[src/rtl/bk_adder_pkg.sv]
package bk_adder_pkg;

  typedef struct packed {
    logic gen;
    logic prop;
  } gpPair_t;

  // Merge a higher group with the adjacent lower group.
  function automatic gpPair_t gpJoin(input gpPair_t hiGrp, input gpPair_t loGrp);
    gpPair_t res;
    res.gen  = hiGrp.gen | (hiGrp.prop & loGrp.gen);
    res.prop = hiGrp.prop & loGrp.prop;
    return res;
  endfunction

endpackage

[src/rtl/bk_pg_gen.sv]
module bk_pg_gen
  import bk_adder_pkg::*;
#(
  parameter int WIDTH = 8
) (
  input  logic    [WIDTH-1:0] opA,
  input  logic    [WIDTH-1:0] opB,
  output gpPair_t [WIDTH-1:0] bitGp
);

  for (genvar i = 0; i < WIDTH; i++) begin : gBit
    assign bitGp[i].gen  = opA[i] & opB[i];
    assign bitGp[i].prop = opA[i] ^ opB[i];
  end

endmodule

[src/rtl/bk_prefix_net.sv]
module bk_prefix_net
  import bk_adder_pkg::*;
#(
  parameter int WIDTH = 8
) (
  input  gpPair_t [WIDTH-1:0] bitGp,
  output gpPair_t [WIDTH-1:0] prefixGp   // prefixGp[i] covers bits [0,i]
);

  localparam int HALF = WIDTH / 2;

  if (WIDTH == 2) begin : gLeaf
    always_comb begin
      prefixGp[0] = bitGp[0];
      prefixGp[1] = gpJoin(bitGp[1], bitGp[0]);
    end
  end else begin : gNode
    gpPair_t [HALF-1:0] pairGp;
    gpPair_t [HALF-1:0] pairPrefix;

    // Upward row: adjacent pairs
    always_comb begin
      for (int k = 0; k < HALF; k++) begin
        pairGp[k] = gpJoin(bitGp[2*k+1], bitGp[2*k]);
      end
    end

    bk_prefix_net #(.WIDTH(HALF)) uInner (
      .bitGp    (pairGp),
      .prefixGp (pairPrefix)
    );

    // Downward row: odd positions come straight from the inner net,
    // even positions above 0 take one more operator.
    always_comb begin
      prefixGp[0] = bitGp[0];
      for (int k = 0; k < HALF; k++) begin
        prefixGp[2*k+1] = pairPrefix[k];
        if (k > 0) begin
          prefixGp[2*k] = gpJoin(bitGp[2*k], pairPrefix[k-1]);
        end
      end
    end
  end

endmodule

[src/rtl/bk_sum_stage.sv]
module bk_sum_stage
  import bk_adder_pkg::*;
#(
  parameter int WIDTH = 8
) (
  input  gpPair_t [WIDTH-1:0] bitGp,
  input  gpPair_t [WIDTH-1:0] prefixGp,
  input  logic                carryIn,
  output logic    [WIDTH-1:0] sum,
  output logic                carryOut
);

  logic [WIDTH:0] carryVec;
  gpPair_t        cinGrp;

  assign cinGrp.gen  = carryIn;
  assign cinGrp.prop = 1'b0;

  always_comb begin
    gpPair_t joined;
    carryVec[0] = carryIn;
    for (int i = 0; i < WIDTH; i++) begin
      joined        = gpJoin(prefixGp[i], cinGrp);
      carryVec[i+1] = joined.gen;
      sum[i]        = bitGp[i].prop ^ carryVec[i];
    end
  end

  assign carryOut = carryVec[WIDTH];

endmodule

[src/rtl/bk_prefix_adder.sv]
module bk_prefix_adder
  import bk_adder_pkg::*;
#(
  parameter int WIDTH = 8
) (
  input  logic [WIDTH-1:0] opA,
  input  logic [WIDTH-1:0] opB,
  input  logic             carryIn,
  output logic [WIDTH-1:0] sum,
  output logic             carryOut,
  output logic             groupGen,
  output logic             groupProp
);

  localparam bit WIDTH_OK = (WIDTH >= 2) && ((WIDTH & (WIDTH - 1)) == 0);

  if (!WIDTH_OK) begin : gBadWidth
    $error("bk_prefix_adder: WIDTH must be a power of two of at least 2");
  end

  gpPair_t [WIDTH-1:0] bitGp;
  gpPair_t [WIDTH-1:0] prefixGp;

  bk_pg_gen #(.WIDTH(WIDTH)) uPg (
    .opA   (opA),
    .opB   (opB),
    .bitGp (bitGp)
  );

  bk_prefix_net #(.WIDTH(WIDTH)) uNet (
    .bitGp    (bitGp),
    .prefixGp (prefixGp)
  );

  bk_sum_stage #(.WIDTH(WIDTH)) uSum (
    .bitGp    (bitGp),
    .prefixGp (prefixGp),
    .carryIn  (carryIn),
    .sum      (sum),
    .carryOut (carryOut)
  );

  assign groupGen  = prefixGp[WIDTH-1].gen;
  assign groupProp = prefixGp[WIDTH-1].prop;

endmodule

[config.mk]
export PLATFORM = sky130hd
export DESIGN_NAME = bk_prefix_adder
export DESIGN_NICKNAME = d
export VERILOG_FILES = /design/src/rtl/bk_adder_pkg.sv /design/src/rtl/bk_pg_gen.sv /design/src/rtl/bk_prefix_net.sv /design/src/rtl/bk_sum_stage.sv /design/src/rtl/bk_prefix_adder.sv
export SDC_FILE = /design/constraint.sdc
export NUM_CORES = 1
export LEC_CHECK = 0
export CORE_AREA = 2 2 39 41
export DETAILED_ROUTE_END_ITERATION = 12
export DIE_AREA = 0 0 41 43
export GPL_TIMING_DRIVEN = 0
export PLACE_DENSITY = 0.68
export SLEW_MARGIN = 30
export SYNTH_ARGS = -nofsm -noshare
export SYNTH_HDL_FRONTEND = slang
export SYNTH_SLANG_ARGS = --single-unit
[constraint.sdc]
create_clock -name vclk -period 2.3
set_input_delay 0.575 -clock vclk [all_inputs]
set_output_delay 0.575 -clock vclk [all_outputs]
set_load 0.02 [all_outputs]
# Word level (Yosys, flattened, before mapping)
# Index checks and enable logic that the tools add are counted.
# word_totals
in_bits	17
elab_cells	73
ff_bits	0
out_inout_bits	11
# classes
bitwise_logic	73
# ops
op	count
1-bit bitwise AND	38
1-bit OR	19
1-bit bitwise XOR	16

# Logic depth before layout (Yosys ltp)
# logic_depth
depth_word	11
mapped_depth	5

# By module
# A second synthesis with hierarchy kept.
# hier_totals
cells_unflattened	53
area_unflattened_um2	452.9
# modules_own_cells
mod	n_inst	cells_each	area_each_um2
bk_sum_stage	1	17	150.1
bk_prefix_net at uNet	1	16	116.4
bk_pg_gen	1	8	100.1
bk_prefix_net at uNet.gNode.uInner	1	8	56.3
bk_prefix_net at uNet.gNode.uInner.gNode.uInner	1	4	30.0

# Worst setup path after synthesis
# No wires, ideal clock.
# synth_timing
path_type	input to output
startpoint	in opA[3]
endpoint	out carryOut
required_time_ns	1.725
n_path_buf	0
cell_stages	5
path_slack_ns	-0.130
t_arrival_ns	1.855
cell_sequence	ha_1 -> nand4_1 -> o221ai_2 -> inv_1 -> o21ai_0
# synth_via
elab_chain_cells	7
word_cells_on_any_way	13
cone_classes	bitwise: 13
# synth_lines
item	line	rtl
from (decl)	bk_prefix_adder.sv:6	input logic [WIDTH-1:0] opA,
1-bit bitwise XOR	bk_pg_gen.sv:13	assign bitGp[i].prop = opA[i] ^ opB[i];
1-bit bitwise AND (on tied branches)	bk_adder_pkg.sv:11, bk_adder_pkg.sv:12	
1-bit OR / 1-bit bitwise AND (equally long branches)	bk_adder_pkg.sv:11	res.gen = hiGrp.gen | (hiGrp.prop & loGrp.gen);
1-bit OR	bk_adder_pkg.sv:11	
1-bit bitwise AND	bk_adder_pkg.sv:11	
1-bit OR	bk_adder_pkg.sv:11	
1-bit OR (*)	bk_adder_pkg.sv:11	
to (decl)	bk_prefix_adder.sv:10	output logic carryOut,
# Every way passes the cells marked *; elsewhere a longest branch is shown, timed or not.

# Final worst setup path
# layout_timing
startpoint	in opA[3]
endpoint	out sum[6]
# layout_via
elab_chain_cells	8
word_cells_on_any_way	14
cone_classes	bitwise: 14
# layout_lines
item	line	rtl
1-bit bitwise XOR	bk_pg_gen.sv:13	
1-bit bitwise AND (on tied branches)	bk_adder_pkg.sv:11, bk_adder_pkg.sv:12	
1-bit OR / 1-bit bitwise AND (equally long branches)	bk_adder_pkg.sv:11	
1-bit OR	bk_adder_pkg.sv:11	
1-bit bitwise AND	bk_adder_pkg.sv:11	
1-bit OR	bk_adder_pkg.sv:11	
1-bit OR (*)	bk_adder_pkg.sv:11	
1-bit bitwise XOR (*)	bk_sum_stage.sv:25	sum[i] = bitGp[i].prop ^ carryVec[i];
to (decl)	bk_prefix_adder.sv:9	output logic [WIDTH-1:0] sum,
# Marks and branches as above.

==> tab_implementation.tex <==
\begin{tabular}{lr}
\hline
Metric & Value \\
\hline
\multicolumn{2}{l}{\textbf{STA}} \\
\quad Worst slack on hold paths & 1.65 ns \\
\quad Final worst setup slack & -0.206 ns \\
\quad Fmax & 399 MHz \\
\quad RSZ-0062 raised after global routing & true \\
\quad Rel. slew slack & 81.7\% \\
\quad Final Slew Violations & 0 \\
\quad Fin crit share & 109\% \\
\quad Transition time of the tightest slew-check pin & 0.274 ns \\
\quad Minimum clock period after layout & 2.51 ns \\
\quad Count of endpoints failing hold in the final timing report & 0 \\
\quad Setup-failing EPs final & 6 \\
\multicolumn{2}{l}{\textbf{Placement}} \\
\quad Number of port buffers & 28 \\
\quad Final GP Congestion & 0.699 \\
\quad Post-DP HPWL & 776 um \\
\multicolumn{2}{l}{\textbf{Route}} \\
\quad DRC & 0 \\
\quad Mean routed wirelength per cell & 11.7 um \\
\quad Pre-antenna DRT Iters & 4 \\
\quad Mean number of vias per cell & 4.98 \\
\quad Residual antenna-violating net count after detailed routing & 0 \\
\quad Detailed Route WL & 1120 um \\
\quad DR iter-0 viols & 2 \\
\quad Vias & 478 \\
\multicolumn{2}{l}{\textbf{Yosys}} \\
\quad Sequential element share of the synthesized area & 0\% \\
\quad Yosys cell types & 17 \\
\quad Cell types occupying the most area after synthesis & sky130\_fd\_sc\_hd\_\_ha\_1 (29\%), sky130\_fd\_sc\_hd\_\_xnor2\_1 (13\%), sky130\_fd\_sc\_hd\_\_a21o\_1 (8.7\%), sky130\_fd\_sc\_hd\_\_a21oi\_1 (7.2\%), sky130\_fd\_sc\_hd\_\_inv\_1 (6.5\%) \\
\quad Cell taking the most area after synthesis & sky130\_fd\_sc\_hd\_\_ha\_1 \\
\quad Post-Syn Area & 347 um2 \\
\quad Net Count, Synth & 69 \\
\quad Mapped Cells & 43 \\
\quad Average footprint of a synthesized cell & 8.06 um2 \\
\quad Count of synthesis-stage warnings from yosys & 0 \\
\quad Area share of the leading cell type in the synthesized netlist & 28.9\% \\
\multicolumn{2}{l}{\textbf{Floorplan}} \\
\quad Number of rows in the core area & 14 \\
\quad Starting Density & 25.0\% \\
\quad Placeable core area & 0.00138 mm2 \\
\quad Width of the chip & 41 um \\
\quad Die area & 0.00176 mm2 \\
\quad Chip Height & 43 um \\
\quad Number of ports placed on the die boundary & 28 \\
\multicolumn{2}{l}{\textbf{Status}} \\
\quad Status & complete, but fails checks \\
\quad Failing checks & negative setup slack \\
\multicolumn{2}{l}{\textbf{Setup path}} \\
\quad List of cells traversed by the critical path & buf\_6 -> ha\_4 -> nand4\_1 -> o221ai\_4 -> buf\_6 -> a31oi\_4 -> xnor2\_2 -> buf\_4 \\
\quad Critical path launch point & opA[3] \\
\quad Maximum fanout along the worst path & 5 \\
\quad Peak per-stage delay on the critical path & 0.29 ns \\
\quad Arrival time of the worst setup path & 1.93 ns \\
\quad Most Frequent Cell on Critical Path & sky130\_fd\_sc\_hd\_\_buf\_6 \\
\quad Critical setup path kind & primary input to output port \\
\quad Sort of element at the start of the critical path & primary input \\
\quad Kind of end point of the critical path & output port \\
\quad Critical-path top delay cell & sky130\_fd\_sc\_hd\_\_ha\_4 \\
\quad Required time worst endpoint & 1.73 ns \\
\multicolumn{2}{l}{\textbf{Min path}} \\
\quad Hold Startpoint & opB[4] \\
\quad Number of cells on the worst hold path & 4 \\
\quad Hold crit path type & primary input to output port \\
\quad Hold EP & sum[4] \\
\multicolumn{2}{l}{\textbf{Global route}} \\
\quad Most used routing layer in global routing & met2 \\
\quad Global-route track usage on met1 & 17.8\% \\
\quad Final global-route overflow total & 0 \\
\quad Maximum number of pins on one net before global-route repair & 6 \\
\quad First-pass GRT wire length & 1770 um \\
\quad Number of antenna violations at the first check in global routing & 0 \\
\quad Via count of the first global-routing pass & 432 \\
\quad Met3 track utilization from global routing & 0.524\% \\
\quad Met2 Usage GRT & 24.7\% \\
\quad GRT Util Overall & 13.6\% \\
\multicolumn{2}{l}{\textbf{Layout}} \\
\quad Final Util & 63.7\% \\
\quad FF+latch area & 0 um2 \\
\quad \# nets final & 108 \\
\quad Total of clock buffers placed in the layout & 0 \\
\quad Number of sequential storage elements & 0 \\
\quad Number of antenna diodes & 0 \\
\quad Area growth from synthesis to final layout & 154\% \\
\quad Fraction of final layout cells with drive strength greater than 1 & 63.7\% \\
\multicolumn{2}{l}{\textbf{Power}} \\
\quad Switching power & 0.000145 W \\
\quad Leakage power figure & 0.390 nW \\
\quad Power share of the sequential group & 0\% \\
\quad VDD IR max & 164 uV \\
\quad Power per unit of standard cell area & 352 mW/mm2 \\
\quad Internal & 0.000165 W \\
\quad Clock Power Share & 0\% \\
\quad Switching share of power & 46.8\% \\
\quad Combinational fraction of design power & 100.0\% \\
\multicolumn{2}{l}{\textbf{Clocking}} \\
\quad Number of buffers added to fix hold violations after cts & 0 \\
\multicolumn{2}{l}{\textbf{Job}} \\
\quad Number of maximum-capacitance violations & 0 \\
\hline
\end{tabular}
worst max-delay path by stage:
stage | end | slack, ns
after floorplan | sum[5] | -0.03
after detailed placement | sum[7] | -1.08
final | sum[6] | -0.21
after global placement | sum[7] | -1.06
after CTS | sum[4] | -0.18
after global routing | sum[6] | -0.27
stage by stage:
| step | power [W] | cells | setup TNS [ns] | cell area (um2) | worst slack, ns |
|---|---|---|---|---|---|
| 2_1_floorplan | 0.000147 | 43 | -0.0337 | 405 | -0.0337 |
| 3_3_place_gp | 0.000257 | 87 | -8.86 | 706 | -1.06 |
| 3_5_place_dp | 0.000259 | 87 | -8.90 | 706 | -1.08 |
| 4_1_cts | 0.000286 | 92 | -0.918 | 808 | -0.185 |
| 5_1_grt | 0.000333 | 96 | -1.24 | 881 | -0.265 |
| 6_report | 0.000310 | 96 | -0.741 | 881 | -0.206 |
layout make-up:
type,count,area [um2]
repair buffers,37,328
well taps,16,20.0
multi-input cells,37,510
inverters,6,22.5
fillers,118,503
layer usage:
metal  vias up  wire, um
li1        235         -
met5         -         0
met4         0        10
met2        16       593
met1       225       449
met3         2        71
critical path: cells and delay by family:
| kind | cells | cell delay, ns |
|---|---|---|
| xor gates and xnor gates | 1 | 0.16 |
| and+or+nand+nor | 1 | 0.16 |
| adders and majority gates | 1 | 0.29 |
| buffers and inverters | 3 | 0.39 |
| AOI/OAI and AO/OA | 2 | 0.35 |
Yosys cell counts:
| cell | number |
|---|---|
| sky130_fd_sc_hd__o22a_1 | 1 |
| sky130_fd_sc_hd__nand2_1 | 1 |
| sky130_fd_sc_hd__o21bai_1 | 1 |
| sky130_fd_sc_hd__o221ai_2 | 1 |
| sky130_fd_sc_hd__fa_1 | 1 |
| sky130_fd_sc_hd__xnor2_1 | 5 |
| sky130_fd_sc_hd__o21ai_0 | 2 |
| sky130_fd_sc_hd__o31ai_2 | 1 |
| sky130_fd_sc_hd__nor2_1 | 1 |
| sky130_fd_sc_hd__nand4_1 | 2 |
| sky130_fd_sc_hd__a21o_1 | 4 |
| sky130_fd_sc_hd__inv_1 | 6 |
| sky130_fd_sc_hd__xor2_1 | 2 |
| sky130_fd_sc_hd__o21a_1 | 1 |
| sky130_fd_sc_hd__ha_1 | 8 |
| sky130_fd_sc_hd__a21oi_1 | 5 |
| sky130_fd_sc_hd__a31oi_1 | 1 |
power groups by stage:
stage	Clock [W]	Sequential (W)	Combinational [W]
final	0	0	0.000310
after detailed placement	0	0	0.000259
after global routing	0	0	0.000333
after global placement	0	0	0.000257
after floorplan	0	0	0.000147
after CTS	0	0	0.000286
layout by cell type, fill, tap and decap left out, types with 2 or more instances in the layout:
cell type,count
sky130_fd_sc_hd__buf_6,13
sky130_fd_sc_hd__buf_4,12
sky130_fd_sc_hd__ha_4,8
sky130_fd_sc_hd__inv_1,5
sky130_fd_sc_hd__dlygate4sd2_1,5
sky130_fd_sc_hd__a21o_1,3
sky130_fd_sc_hd__xnor2_1,3
sky130_fd_sc_hd__buf_2,3
sky130_fd_sc_hd__nand4_1,2
sky130_fd_sc_hd__a21oi_4,2
sky130_fd_sc_hd__o21ai_1,2
sky130_fd_sc_hd__a21oi_1,2
sky130_fd_sc_hd__xor2_1,2
sky130_fd_sc_hd__xnor2_2,2
sky130_fd_sc_hd__clkbuf_2,2
sky130_fd_sc_hd__clkdlybuf4s15_2,2
logic make-up (layout without fill, tap and decap cells):
group                    Yosys count  in the layout  share of synthesized area, %
XOR/XNOR                           7              7                          17.7
buffers and inverters              6             43                          6.50
AND/OR/NAND/NOR                    4              4                          5.77
adder cells (fa/ha/maj)            9              9                          34.7
AO/OA/AOI/OAI                     17             17                          35.4
what timing repair did:
action / 4_1_cts / 5_1_grt
setup buffers: 5 / 4
endpoints found under the setup margin: 11 / 9
gates resized for setup: 125 / 13
pin swaps: 19 / 10
cloned: 0 / 0
(Power assumes the default switching activity.)
